## config.mk

```make
export PLATFORM = sky130hd
export DESIGN_NAME = ufe_bus_front
export DESIGN_NICKNAME = d
export VERILOG_FILES = /design/src/rtl/ufe_pkg.sv /design/src/rtl/ufe_addr_decode.sv /design/src/rtl/ufe_glob_regs.sv /design/src/rtl/ufe_read_path.sv /design/src/rtl/ufe_bus_front.sv
export SDC_FILE = /design/constraint.sdc
export NUM_CORES = 1
export LEC_CHECK = 0
export ABC_CLOCK_PERIOD_IN_PS = 1950
export BUFFER_PORTS_ARGS = -buffer_cell sky130_fd_sc_hd__clkbuf_2
export CAP_MARGIN = 20
export CORE_UTILIZATION = 34
export DETAILED_ROUTE_END_ITERATION = 8
export GPL_TIMING_DRIVEN = 0
export PLACE_DENSITY = 0.87
export SETUP_SLACK_MARGIN = 0.15
export SYNTH_ARGS = -nofsm -noshare
export SYNTH_HDL_FRONTEND = slang
export SYNTH_HIERARCHICAL = 1
export SYNTH_SLANG_ARGS = --single-unit
```

## constraint.sdc

```tcl
create_clock -name clk -period 1.95 [get_ports clk]
set_input_delay 0.2925 -clock clk [delete_from_list [all_inputs] [get_ports clk]]
set_output_delay 0.2925 -clock clk [all_outputs]
set_load 0.02 [all_outputs]
```

## src/rtl/ufe_pkg.sv

```systemverilog
package ufe_pkg;

    typedef enum logic [2:0] {
        RG_CHAN,
        RG_ID,
        RG_REV,
        RG_CTL,
        RG_NONE
    } region_e;

    typedef enum logic {
        RP_IDLE,
        RP_HOLD
    } rd_state_e;

    localparam int GLB_ID_OFF  = 0;
    localparam int GLB_REV_OFF = 1;
    localparam int GLB_CTL_OFF = 2;

endpackage

```

## src/rtl/ufe_addr_decode.sv

```systemverilog
module ufe_addr_decode
    import ufe_pkg::*;
#(
    parameter int NUM_CH = 8,
    parameter int ADDR_W = 8,
    parameter int OFF_W  = 4,
    localparam int SEL_W = ADDR_W - 1 - OFF_W
) (
    input  logic [ADDR_W-1:0] addr,
    input  logic              wr,
    input  logic              rd,
    input  logic              fan_en,
    output region_e           region,
    output logic [SEL_W-1:0]  ch_idx,
    output logic [NUM_CH-1:0] ch_wr,
    output logic [NUM_CH-1:0] ch_rd,
    output logic              ctl_wr
);

    localparam logic [SEL_W:0] NCH_L = (SEL_W + 1)'(NUM_CH);

    logic              glb_win;
    logic [SEL_W-1:0]  field;
    logic [OFF_W-1:0]  off;
    logic [ADDR_W-2:0] glb_off;
    logic              chan_ok;
    logic              fan_hit;

    always_comb begin
        glb_win = addr[ADDR_W-1];
        field   = addr[ADDR_W-2:OFF_W];
        off     = addr[OFF_W-1:0];
        glb_off = addr[ADDR_W-2:0];
        chan_ok = !glb_win && ({1'b0, field} < NCH_L);
        fan_hit = chan_ok && fan_en && (off != '0);
        ch_idx  = field;
    end

    always_comb begin
        region = RG_NONE;
        if (chan_ok) begin
            region = RG_CHAN;
        end else if (glb_win) begin
            if (glb_off == (ADDR_W - 1)'(GLB_ID_OFF))       region = RG_ID;
            else if (glb_off == (ADDR_W - 1)'(GLB_REV_OFF)) region = RG_REV;
            else if (glb_off == (ADDR_W - 1)'(GLB_CTL_OFF)) region = RG_CTL;
        end
    end

    assign ctl_wr = wr && (region == RG_CTL);

    for (genvar c = 0; c < NUM_CH; c++) begin : g_sel
        logic hit;
        assign hit      = chan_ok && (field == SEL_W'(c));
        assign ch_rd[c] = rd && hit;
        assign ch_wr[c] = wr && (hit || fan_hit);
    end

endmodule

```

## src/rtl/ufe_glob_regs.sv

```systemverilog
module ufe_glob_regs
    import ufe_pkg::*;
#(
    parameter int          NUM_CH = 8,
    parameter int          DATA_W = 8,
    parameter logic [3:0]  FAMILY = 4'h2,
    parameter logic [7:0]  REV_ID = 8'h01
) (
    input  logic              clk,
    input  logic              rst_n,
    input  logic              ctl_wr,
    input  logic              ctl_bit,
    input  region_e           region,
    output logic              fan_en,
    output logic [DATA_W-1:0] glob_rdata
);

    localparam logic [7:0] ID_VAL = {FAMILY, 4'(NUM_CH)};

    logic fan_q;

    always_ff @(posedge clk) begin
        if (!rst_n) begin
            fan_q <= 1'b0;
        end else if (ctl_wr) begin
            fan_q <= ctl_bit;
        end
    end

    assign fan_en = fan_q;

    always_comb begin
        unique case (region)
            RG_ID:   glob_rdata = DATA_W'(ID_VAL);
            RG_REV:  glob_rdata = DATA_W'(REV_ID);
            RG_CTL:  glob_rdata = DATA_W'(fan_q);
            default: glob_rdata = '0;
        endcase
    end

    AST_CTL_HOLD: assert property (@(posedge clk) disable iff (!rst_n)
        !ctl_wr |=> $stable(fan_q));

endmodule

```

## src/rtl/ufe_read_path.sv

```systemverilog
module ufe_read_path
    import ufe_pkg::*;
#(
    parameter int NUM_CH = 8,
    parameter int DATA_W = 8,
    parameter int SEL_W  = 3
) (
    input  logic                     clk,
    input  logic                     rst_n,
    input  logic                     rd,
    input  region_e                  region,
    input  logic [SEL_W-1:0]         ch_idx,
    input  logic [NUM_CH*DATA_W-1:0] ch_rdata,
    input  logic [DATA_W-1:0]        glob_rdata,
    output logic [DATA_W-1:0]        rdata
);

    rd_state_e         state_q;
    rd_state_e         state_d;
    logic [DATA_W-1:0] sel_data;
    logic [DATA_W-1:0] rdata_q;

    always_comb begin
        unique case (region)
            RG_CHAN:             sel_data = ch_rdata[ch_idx*DATA_W +: DATA_W];
            RG_ID, RG_REV, RG_CTL: sel_data = glob_rdata;
            default:             sel_data = '0;
        endcase
    end

    always_comb begin
        unique case (state_q)
            RP_IDLE: state_d = rd ? RP_HOLD : RP_IDLE;
            RP_HOLD: state_d = rd ? RP_HOLD : RP_IDLE;
            default: state_d = RP_IDLE;
        endcase
    end

    always_ff @(posedge clk) begin
        if (!rst_n) state_q <= RP_IDLE;
        else        state_q <= state_d;
    end

    always_ff @(posedge clk) begin
        if (!rst_n)                  rdata_q <= '0;
        else if (state_d == RP_HOLD) rdata_q <= sel_data;
        else                         rdata_q <= '0;
    end

    assign rdata = rdata_q;

    AST_IDLE_ZERO: assert property (@(posedge clk) disable iff (!rst_n)
        (state_q == RP_IDLE) |-> (rdata == '0));

endmodule

```

## src/rtl/ufe_bus_front.sv

```systemverilog
module ufe_bus_front
    import ufe_pkg::*;
#(
    parameter int          NUM_CH = 8,
    parameter int          ADDR_W = 8,
    parameter int          DATA_W = 8,
    parameter int          OFF_W  = 4,
    parameter logic [3:0]  FAMILY = 4'h2,
    parameter logic [7:0]  REV_ID = 8'h01
) (
    input  logic                     clk,
    input  logic                     rst_n,
    input  logic [ADDR_W-1:0]        bus_addr,
    input  logic [DATA_W-1:0]        bus_wdata,
    input  logic                     bus_wr,
    input  logic                     bus_rd,
    output logic [DATA_W-1:0]        bus_rdata,
    output logic [OFF_W-1:0]         ch_addr,
    output logic [DATA_W-1:0]        ch_wdata,
    output logic [NUM_CH-1:0]        ch_wr,
    output logic [NUM_CH-1:0]        ch_rd,
    input  logic [NUM_CH*DATA_W-1:0] ch_rdata
);

    localparam int SEL_W = ADDR_W - 1 - OFF_W;
    localparam int CH_SPAN_TOP = NUM_CH << OFF_W;
    localparam logic [ADDR_W-1:0] ID_ADDR  = ADDR_W'((1 << (ADDR_W - 1)) + GLB_ID_OFF);
    localparam logic [ADDR_W-1:0] CTL_ADDR = ADDR_W'((1 << (ADDR_W - 1)) + GLB_CTL_OFF);
    localparam logic [7:0] ID_VAL = {FAMILY, 4'(NUM_CH)};

    region_e           region;
    logic [SEL_W-1:0]  ch_idx;
    logic              ctl_wr;
    logic              fan_en;
    logic [DATA_W-1:0] glob_rdata;

    assign ch_addr  = bus_addr[OFF_W-1:0];
    assign ch_wdata = bus_wdata;

    ufe_addr_decode #(
        .NUM_CH(NUM_CH), .ADDR_W(ADDR_W), .OFF_W(OFF_W)
    ) u_dec (
        .addr   (bus_addr),
        .wr     (bus_wr),
        .rd     (bus_rd),
        .fan_en (fan_en),
        .region (region),
        .ch_idx (ch_idx),
        .ch_wr  (ch_wr),
        .ch_rd  (ch_rd),
        .ctl_wr (ctl_wr)
    );

    ufe_glob_regs #(
        .NUM_CH(NUM_CH), .DATA_W(DATA_W), .FAMILY(FAMILY), .REV_ID(REV_ID)
    ) u_glb (
        .clk        (clk),
        .rst_n      (rst_n),
        .ctl_wr     (ctl_wr),
        .ctl_bit    (bus_wdata[0]),
        .region     (region),
        .fan_en     (fan_en),
        .glob_rdata (glob_rdata)
    );

    ufe_read_path #(
        .NUM_CH(NUM_CH), .DATA_W(DATA_W), .SEL_W(SEL_W)
    ) u_rd (
        .clk        (clk),
        .rst_n      (rst_n),
        .rd         (bus_rd),
        .region     (region),
        .ch_idx     (ch_idx),
        .ch_rdata   (ch_rdata),
        .glob_rdata (glob_rdata),
        .rdata      (bus_rdata)
    );

    AST_RD_SINGLE: assert property (@(posedge clk) disable iff (!rst_n)
        $onehot0(ch_rd));

    AST_DATA_PORT_SINGLE: assert property (@(posedge clk) disable iff (!rst_n)
        (bus_wr && bus_addr[OFF_W-1:0] == '0) |-> ($countones(ch_wr) <= 1));

    AST_FANOUT_ALL: assert property (@(posedge clk) disable iff (!rst_n)
        (bus_wr && fan_en && (int'(bus_addr) < CH_SPAN_TOP) && bus_addr[OFF_W-1:0] != '0)
        |-> (&ch_wr));

    AST_GLOBAL_NO_SEL: assert property (@(posedge clk) disable iff (!rst_n)
        bus_addr[ADDR_W-1] |-> (ch_wr == '0 && ch_rd == '0));

    AST_NO_READ_ZERO: assert property (@(posedge clk) disable iff (!rst_n)
        !bus_rd |=> (bus_rdata == '0));

    AST_ID_VALUE: assert property (@(posedge clk) disable iff (!rst_n)
        (bus_rd && bus_addr == ID_ADDR) |=> (bus_rdata == DATA_W'(ID_VAL)));

    AST_CTL_RESERVED: assert property (@(posedge clk) disable iff (!rst_n)
        (bus_rd && bus_addr == CTL_ADDR) |=> (bus_rdata[DATA_W-1:1] == '0));

endmodule

```

; Word-level counts from Yosys, hierarchy flattened
; Index checks and enable logic that the tools add are counted.
[op_classes]
eq_ne = 12
shift = 1
mux = 7
n_reduce_logical = 42
[ops]
columns = cell, count
row1 = indexed part select 64 x 7 -> 8 bit, 1
row2 = logical AND 1 bit, 27
row3 = one-hot mux 6 bit (3 select lines), 1
row4 = one-hot mux 8 bit (2 select lines), 1
row5 = "== test 3 x 2 -> 1 bit, second input constant", 4
row6 = "== test 3 bit, second input constant", 4
row7 = 2-to-1 mux 3 bit, 4
row8 = logical OR 1 bit, 8
row9 = "== test 7 x 1 -> 1 bit, second input constant", 1
row10 = "== test 7 x 2 -> 1 bit, second input constant", 1
row11 = zero test 7 bit, 1
row12 = "== test 3 x 1 -> 1 bit, second input constant", 2
row13 = zero test 3 bit, 2
row14 = nonzero test 4 bit, 1
row15 = OR reduction 3 bit, 1
row16 = AND reduction 2 bit, 1
row17 = zero test 1 bit, 1
row18 = 2-to-1 mux 1 bit, 1
[word_totals]
reg_bits = 9
in_bits = 84

; Longest topological paths before layout
; Gate-level depths: netlist of the first run.
[depth]
word_depth = 8
ltp_mapped = 7
ltp_nobuf = 6

; By module
; The synthesis of the first run kept the hierarchy.
[by_module_without_submodules]
columns = mod, n_inst, cells_each, area_per_inst_um2
row1 = ufe_read_path, 1, 94, 825.8
row2 = ufe_addr_decode, 1, 47, 309.0
row3 = ufe_glob_regs, 1, 13, 111.4
row4 = ufe_bus_front, 1, 12, 90.1

; Least setup slack after synthesis of the first run
; Ideal clock, no wire load.
[synth_path]
path_type = input to register
from = input bus_addr[6]
to = register u_rd.rdata_q[6], in the netlist u_rd/rdata[6]
arrival_time_ps = 1795
required_ps = 1863
path_slack_ps = 68
stages = 7
n_path_buf = 2
path_cell_list = buf_6 or3_4 nor4_1 or2_2 buf_1 a21oi_1 a211oi_1
[synth_via]
elab_chain_cells = 8
word_cells_on_any_way = 14
classes_between = 5 x eq/ne / 1 x shift / 5 x mux / 3 x reduce/logical
[synth_rtl]
columns = item, line_no
row1 = from (decl), ufe_bus_front.sv:13  ; input logic [ADDR_W-1:0] bus_addr,
row2 = == test 7 x 2 -> 1 bit, ufe_addr_decode.sv:46  ; else if (glb_off == (ADDR_W - 1)'(GLB_CTL_OFF)) region = RG_CTL;
row3 = 2-to-1 mux 3 bit, ufe_addr_decode.sv:46
row4 = 2-to-1 mux 3 bit, ufe_addr_decode.sv:45  ; else if (glb_off == (ADDR_W - 1)'(GLB_REV_OFF)) region = RG_REV;
row5 = 2-to-1 mux 3 bit *, ufe_addr_decode.sv:44  ; if (glb_off == (ADDR_W - 1)'(GLB_ID_OFF)) region = RG_ID;
row6 = 2-to-1 mux 3 bit *, ufe_addr_decode.sv:41  ; if (chan_ok) begin
row7 = via region[1], ufe_bus_front.sv:31  ; region_e region;
row8 = == test 3 x 2 -> 1 bit or == test 3 x 1 -> 1 bit (tied branches), ufe_read_path.sv:24  ; unique case (region)
row9 = OR reduction 3 bit, ufe_read_path.sv:24
row10 = one-hot mux 8 bit (2 select lines) *, ufe_read_path.sv:24
row11 = to (signal assigned), ufe_read_path.sv:46  ; else if (state_d == RP_HOLD) rdata_q <= sel_data;
row12 = to (decl), ufe_read_path.sv:21  ; logic [DATA_W-1:0] rdata_q;
; The timed path passes the listed nets; every way through them passes the cells marked *.
; A chain may end at the register's enable or synchronous reset.

; Worst setup path after layout of the first run
[layout_path]
from = input bus_addr[5]
to = register u_rd.rdata_q[6], in the netlist u_rd/rdata[6]
; Same word-level chain as after synthesis.

==> impl_metrics.json, run 1 <==
{
  "vias_per_cell": 4.86,
  "port-buffer-count": 111,
  "grt_pass1_vias": 1542,
  "synthCells": 166,
  "num_vias": 1624,
  "place_congestion": 0.773,
  "grt_start_max_net_pins": 11,
  "clock_latency_ns": 0.22,
  "path_clk_slew_ns": 0.04,
  "maxSlewViolCount": 0,
  "rows": 22,
  "avgRoutedWirePerCell_um": 11.6,
  "finalSetupViolCount": 0,
  "maxCapViolCount": 0,
  "chipHeight_um": 64.7,
  "antenna_found_initial": 0,
  "period_share_pct": 88.9,
  "holdPathStages": 2,
  "cp-start-kind": "input pin",
  "crit_path_cell_trace": "clkbuf_2 > or3_4 > nor4_4 > or2_2 > buf_2 > a21oi_1 > a211oi_2",
  "drcViolationCount": 0,
  "ys_seq_area_share_pct": 13.5,
  "diodes": 0,
  "start_util_pct": 36.0,
  "syn_area_mm2": 0.00134,
  "crit_type": "input pin to register",
  "outcome": "complete, no violations",
  "min-delay-start": "rst_n",
  "ir_worst_vdd_v": 0.000232,
  "yosys_warnings": 6,
  "rr_endpoint": "u_rd/rdata[0]$_SDFF_PN0_",
  "required_ns": 2.08,
  "drive_above_1_share_pct": 53.5,
  "avgSynthCellArea_um2": 8.05,
  "syn2layout_area_growth_pct": 53.8,
  "cts-htree-levels": 1,
  "cts_tree": "built",
  "overflow": 0,
  "final_common_cell": "clkbuf_2",
  "ctsHoldBuffers": 0,
  "final_antenna_net_count": 0,
  "min_to": "u_glb/fan_en$_SDFFE_PN0P_",
  "grt_pass1_wl_mm": 6.13,
  "cp.arrival_ns": 1.86,
  "fin_setup_tns_ns": 0,
  "fmax_mhz": 577,
  "path_buf_inv": 2,
  "rsz0062_at_grt": "yes",
  "wl_mm": 3.86,
  "clockBufferDepth": 2,
  "die_w_um": 64.7,
  "path_delay_family": "simple AND/OR/NAND/NOR gates",
  "pin_count": 120,
  "place_hpwl_mm": 3.33,
  "cts_sinks": 9,
  "nets": 371,
  "finalHoldViolCount": 0,
  "numCtsBuffers": 3,
  "timing.rr.start": "u_glb/fan_en$_SDFFE_PN0P_",
  "slowest_stage": "or3_4",
  "ys_types": 35,
  "power.leakage_uw": 0.00110,
  "grt_usage_pct": 18.0,
  "min_path_type": "input pin to register",
  "drt_first_pass_iters": 4,
  "die_area_mm2": 0.00418,
  "skew_ns": 0.0000273,
  "cp-end-kind": "register",
  "rr_worst_depth": 4,
  "first_iter_violations": 59,
  "ys_ff_latch": 9,
  "worst_pin_slew_ns": 0.574,
  "power.density_mw_per_mm2": 363,
  "period_needed_ns": 1.73,
  "final_core_util_pct": 55.3,
  "core_area_mm2": 0.00372,
  "ff2ff_setup_slack_ns": 1.01,
  "worstPathMaxFanout": 8,
  "relSlewSlack_pct": 61.6,
  "critPathMaxStageDelay_ns": 0.44,
  "cts-root-buf": "clkbuf_8",
  "final_cell_mix": "111 x clkbuf_2, 29 x mux2i_1, 22 x buf_4, 16 x a21oi_1, 16 x nor2_1"
}
[area by class of cell]
type	count	area (um2)
fillers	371	1660
multi-input cells	127	953
repair buffers	112	563
plain buffers	33	250
flip-flops and latches	9	180
well taps	48	60.1
clock buffers	4	45.0
inverters	1	3.75
[per-layer routing]
metal / track usage [%] / wire, um / up-vias
met4: 1.94 / 21 / 0
met1: 17.3 / 1440 / 711
met3: 4.23 / 382 / 2
met2: 38.6 / 2020 / 92
met5: 0 / 0 / -
li1: - / - / 819
[state kept, by name, summed over array words and instances, names as in the netlist]
signal and count:
u_rd/rdata 8, u_glb/fan_en 1
[power breakdown]
group	switching [uW]	internal, uW
logic	168	180
clock network	63.7	142
registers	1.73	192
[metrics by stage]
| step | cells | worst slack [ns] | hold slack [ns] | cell area (um2) | total power, uW |
|---|---|---|---|---|---|
| after floorplan | 170 | 0.230 | 0.421 | 1370 | 408 |
| after global placement | 329 | -0.0909 | 0.529 | 1980 | 533 |
| after detailed placement | 329 | -0.120 | 0.545 | 1980 | 540 |
| after CTS | 333 | 0.170 | 0.300 | 2030 | 751 |
| after global routing | 334 | 0.134 | 0.297 | 2060 | 798 |
| final | 334 | 0.216 | 0.297 | 2060 | 747 |
[cell families (layout without fill, tap and decap cells)]
kind of cell | count (synthesis) | in the layout | synth area share, %
and+or+nand+nor | 54 | 54 | 23.4
DFF | 9 | 9 | 13.5
other | 1 | 5 | 0.281
buffers and inverters | 34 | 150 | 18.9
xor gates and xnor gates | 1 | 1 | 0.656
AOI/OAI and AO/OA | 34 | 34 | 17.9
muxes | 33 | 33 | 25.4
[worst max path at each step]
stage / start / endpoint / slack (ns) / cells after the start
6_report: bus_addr[5] / u_rd/rdata[6]$_SDFF_PN0_ / 0.22 / 7
5_1_grt: bus_addr[5] / u_rd/rdata[6]$_SDFF_PN0_ / 0.13 / 7
4_1_cts: bus_addr[5] / u_rd/rdata[6]$_SDFF_PN0_ / 0.17 / 7
3_5_place_dp: bus_addr[5] / u_rd/rdata[6]$_SDFF_PN0_ / -0.12 / 7
3_3_place_gp: bus_addr[5] / u_rd/rdata[6]$_SDFF_PN0_ / -0.09 / 7
2_1_floorplan: bus_addr[6] / u_rd/rdata[6]$_SDFF_PN0_ / 0.23 / 7
[cell usage after synthesis]
cell | count | share of area (%)
dfxtp_1 | 9 | 13
conb_1 | 1 | 0.28
nand3b_1 | 6 | 3.4
o31a_1 | 1 | 0.66
nor3b_1 | 1 | 0.56
o41ai_4 | 1 | 2.1
and2_1 | 1 | 0.47
a22oi_1 | 14 | 7.9
nand2_1 | 1 | 0.28
nor3b_2 | 1 | 0.94
nor2b_1 | 4 | 1.9
mux2_4 | 1 | 1.1
nor3_1 | 9 | 3.4
buf_6 | 4 | 3.4
buf_1 | 3 | 0.84
nor4_1 | 3 | 1.4
mux2i_1 | 29 | 22
or3_4 | 1 | 0.84
a211oi_1 | 1 | 0.56
nor2_1 | 16 | 4.5
clkbuf_1 | 4 | 1.1
and2_0 | 1 | 0.47
buf_12 | 1 | 1.5
a21oi_1 | 16 | 6.0
buf_4 | 21 | 12
inv_1 | 1 | 0.28
a222oi_1 | 1 | 0.75
nand2b_1 | 3 | 1.4
or2_2 | 2 | 0.94
xnor2_1 | 1 | 0.66
or3b_2 | 1 | 0.66
mux2_2 | 1 | 0.84
mux2_1 | 2 | 1.7
nand3_1 | 1 | 0.37
or3b_1 | 3 | 2.0
[timing repair]
action,CTS,global route
pin swaps,0,0
setup buffers,0,1
resized for setup,1,2
hold endpoints to repair,0,0
setup endpoints to repair,1,1
Note: power is estimated with default switching activity, not from simulation.
==> inputs of run 2 (changes only) <==
--- a/config.mk
+++ b/config.mk
@@ -5,13 +5,13 @@
 export SDC_FILE = /design/constraint.sdc
 export NUM_CORES = 1
 export LEC_CHECK = 0
-export ABC_CLOCK_PERIOD_IN_PS = 1950
+export ABC_CLOCK_PERIOD_IN_PS = 1450
 export BUFFER_PORTS_ARGS = -buffer_cell sky130_fd_sc_hd__clkbuf_2
 export CAP_MARGIN = 20
-export CORE_UTILIZATION = 34
+export CORE_UTILIZATION = 25
 export DETAILED_ROUTE_END_ITERATION = 8
 export GPL_TIMING_DRIVEN = 0
-export PLACE_DENSITY = 0.87
+export PLACE_DENSITY = 0.7
 export SETUP_SLACK_MARGIN = 0.15
 export SYNTH_ARGS = -nofsm -noshare
 export SYNTH_HDL_FRONTEND = slang
==> constraint.sdc (replaced) <==
create_clock -name clk -period 1.45 [get_ports clk]
set_input_delay 0.2175 -clock clk [delete_from_list [all_inputs] [get_ports clk]]
set_output_delay 0.2175 -clock clk [all_outputs]
set_load 0.02 [all_outputs]
==> impl_metrics.json, run 2 (synthesis results as in run 1) <==
{
  "finalSetupViolCount": 6,
  "grt_start_max_net_pins": 11,
  "overflow": 0,
  "finalHoldViolCount": 0,
  "largest_register_ffs": 8,
  "ir_worst_vdd_v": 0.000318,
  "antenna_found_initial": 0,
  "crit_path_cell_trace": "buf_8 > or3_4 > o31a_1 > nor3b_2 > buf_4 > nor2_2 > nor3_2",
  "port-buffer-count": 111,
  "cts-root-buf": "clkbuf_8",
  "final_common_cell": "clkbuf_2",
  "drive_above_1_share_pct": 70.0,
  "finalInstanceArea_mm2": 0.00260,
  "core_area_mm2": 0.00514,
  "nets": 388,
  "vias_per_cell": 4.63,
  "rr_worst_depth": 4,
  "fmax_mhz": 671,
  "ff2ff_setup_slack_ns": 0.58,
  "clockBufferDepth": 2,
  "diodes": 0,
  "fin_cells": 373,
  "critPathMaxStageDelay_ns": 0.42,
  "avgRoutedWirePerCell_um": 13.5,
  "power.leakage_uw": 0.00127,
  "maxCapViolCount": 0,
  "worstPathMaxFanout": 5,
  "final_antenna_net_count": 0,
  "dp.cells": 351,
  "die_w_um": 75.1,
  "nFillCells": 478,
  "place_hpwl_mm": 3.58,
  "cts-htree-levels": 1,
  "placed_area_mm2": 0.00206,
  "power.density_mw_per_mm2": 439,
  "chipHeight_um": 75.1,
  "first_iter_violations": 42,
  "period_needed_ns": 1.49,
  "cp.arrival_ns": 1.64,
  "skew_ns": 0.0000616,
  "wl_mm": 5.04,
  "cts_sinks": 9,
  "holdPathStages": 2,
  "rows": 26,
  "crit_type": "input pin to register",
  "power_uw": 1140,
  "final_core_util_pct": 50.6,
  "violations": "negative setup slack",
  "slowest_stage": "or3_4",
  "start_util_pct": 26.0,
  "num_vias": 1728,
  "period_share_pct": 103,
  "cp-end-kind": "register",
  "die_area_mm2": 0.00564,
  "outcome": "finished, violations left",
  "grt_pass1_wl_mm": 6.89,
  "grt_usage_pct": 16.3,
  "clock_latency_ns": 0.23,
  "final_cell_mix": "94 x clkbuf_2, 36 x buf_4, 28 x mux2i_1, 14 x buf_6",
  "multi_input_area_mm2": 0.00116,
  "drt_first_pass_iters": 5,
  "worst_hold_slack_ns": 0.220,
  "min_path_type": "input pin to register",
  "syn2layout_area_growth_pct": 94.7,
  "place_congestion": 0.717,
  "rsz0062_at_grt": "yes",
  "maxSlewViolCount": 0,
  "setup_slack_ns": -0.0401,
  "final-seq-area_um2": 181,
  "numCtsBuffers": 3,
  "pin_count": 120,
  "required_ns": 1.60,
  "path_clk_slew_ns": 0.04,
  "cts_tree": "built",
  "cp-start-kind": "input pin",
  "grt_pass1_vias": 1597,
  "drcViolationCount": 0
}
## run 2: changes by cell type in the layout (fill, tap and decap cells not counted), moves of 8 or more
cell,before,now
clkbuf_2,111,94
buf_4,22,36
nor2_1,16,8
a21oi_1,16,6
buf_6,4,14
a21oi_2,0,9
nor3_1,9,0
## run 2: timing repair
item,CTS,global route
endpoints found under the setup margin,20,25
resized for setup,58,45
pin swaps,28,19
hold buffers,0,0
setup buffers,14,4
## run 2: worst paths after layout
path / from / to
setup / recovery: bus_addr[4] / u_rd/rdata[5]$_SDFF_PN0_
hold / removal: rst_n / u_glb/fan_en$_SDFFE_PN0P_
setup reg to reg: u_glb/fan_en$_SDFFE_PN0P_ / u_rd/rdata[0]$_SDFF_PN0_
hold reg to reg: u_glb/fan_en$_SDFFE_PN0P_ / u_glb/fan_en$_SDFFE_PN0P_
## run 2: metal layers
metal  vias to the layer above  GRT usage, %  wire length, um
met3                         2          3.61              454
li1                        859             -                -
met5                         -             0                0
met1                       770          15.6             1850
met2                        97          35.5             2720
met4                         0          1.47               19
## run 2: area by class of cell
class	count	share of cell area (%)
Sequential cell	9	6.97
Clock buffer	4	1.73
Tap cell	70	3.37
Multi-Input combinational cell	127	44.4
Inverter	1	0.144
Timing Repair Buffer	129	32.3
Buffer	33	11.1
## run 2: critical path: cells and delay by family
family                 cells  cell delay (ns)
AO/OA/AOI/OAI              1             0.33
buffers and inverters      2             0.25
AND/OR/NAND/NOR            4             0.83
## run 2: through the flow
step	setup TNS, ns	worst slack [ns]
2_1_floorplan	-0.929	-0.126
3_3_place_gp	-3.73	-0.424
3_5_place_dp	-3.94	-0.437
4_1_cts	-0.214	-0.0972
5_1_grt	-0.592	-0.110
6_report	-0.120	-0.0401
## run 2: report_power, final
group	internal, uW	leakage [uW]	switching [uW]
sequential	258	0.0000738	1.97
clock	191	0.0000228	87.9
combinational	318	0.00118	285
total	766	0.00127	375
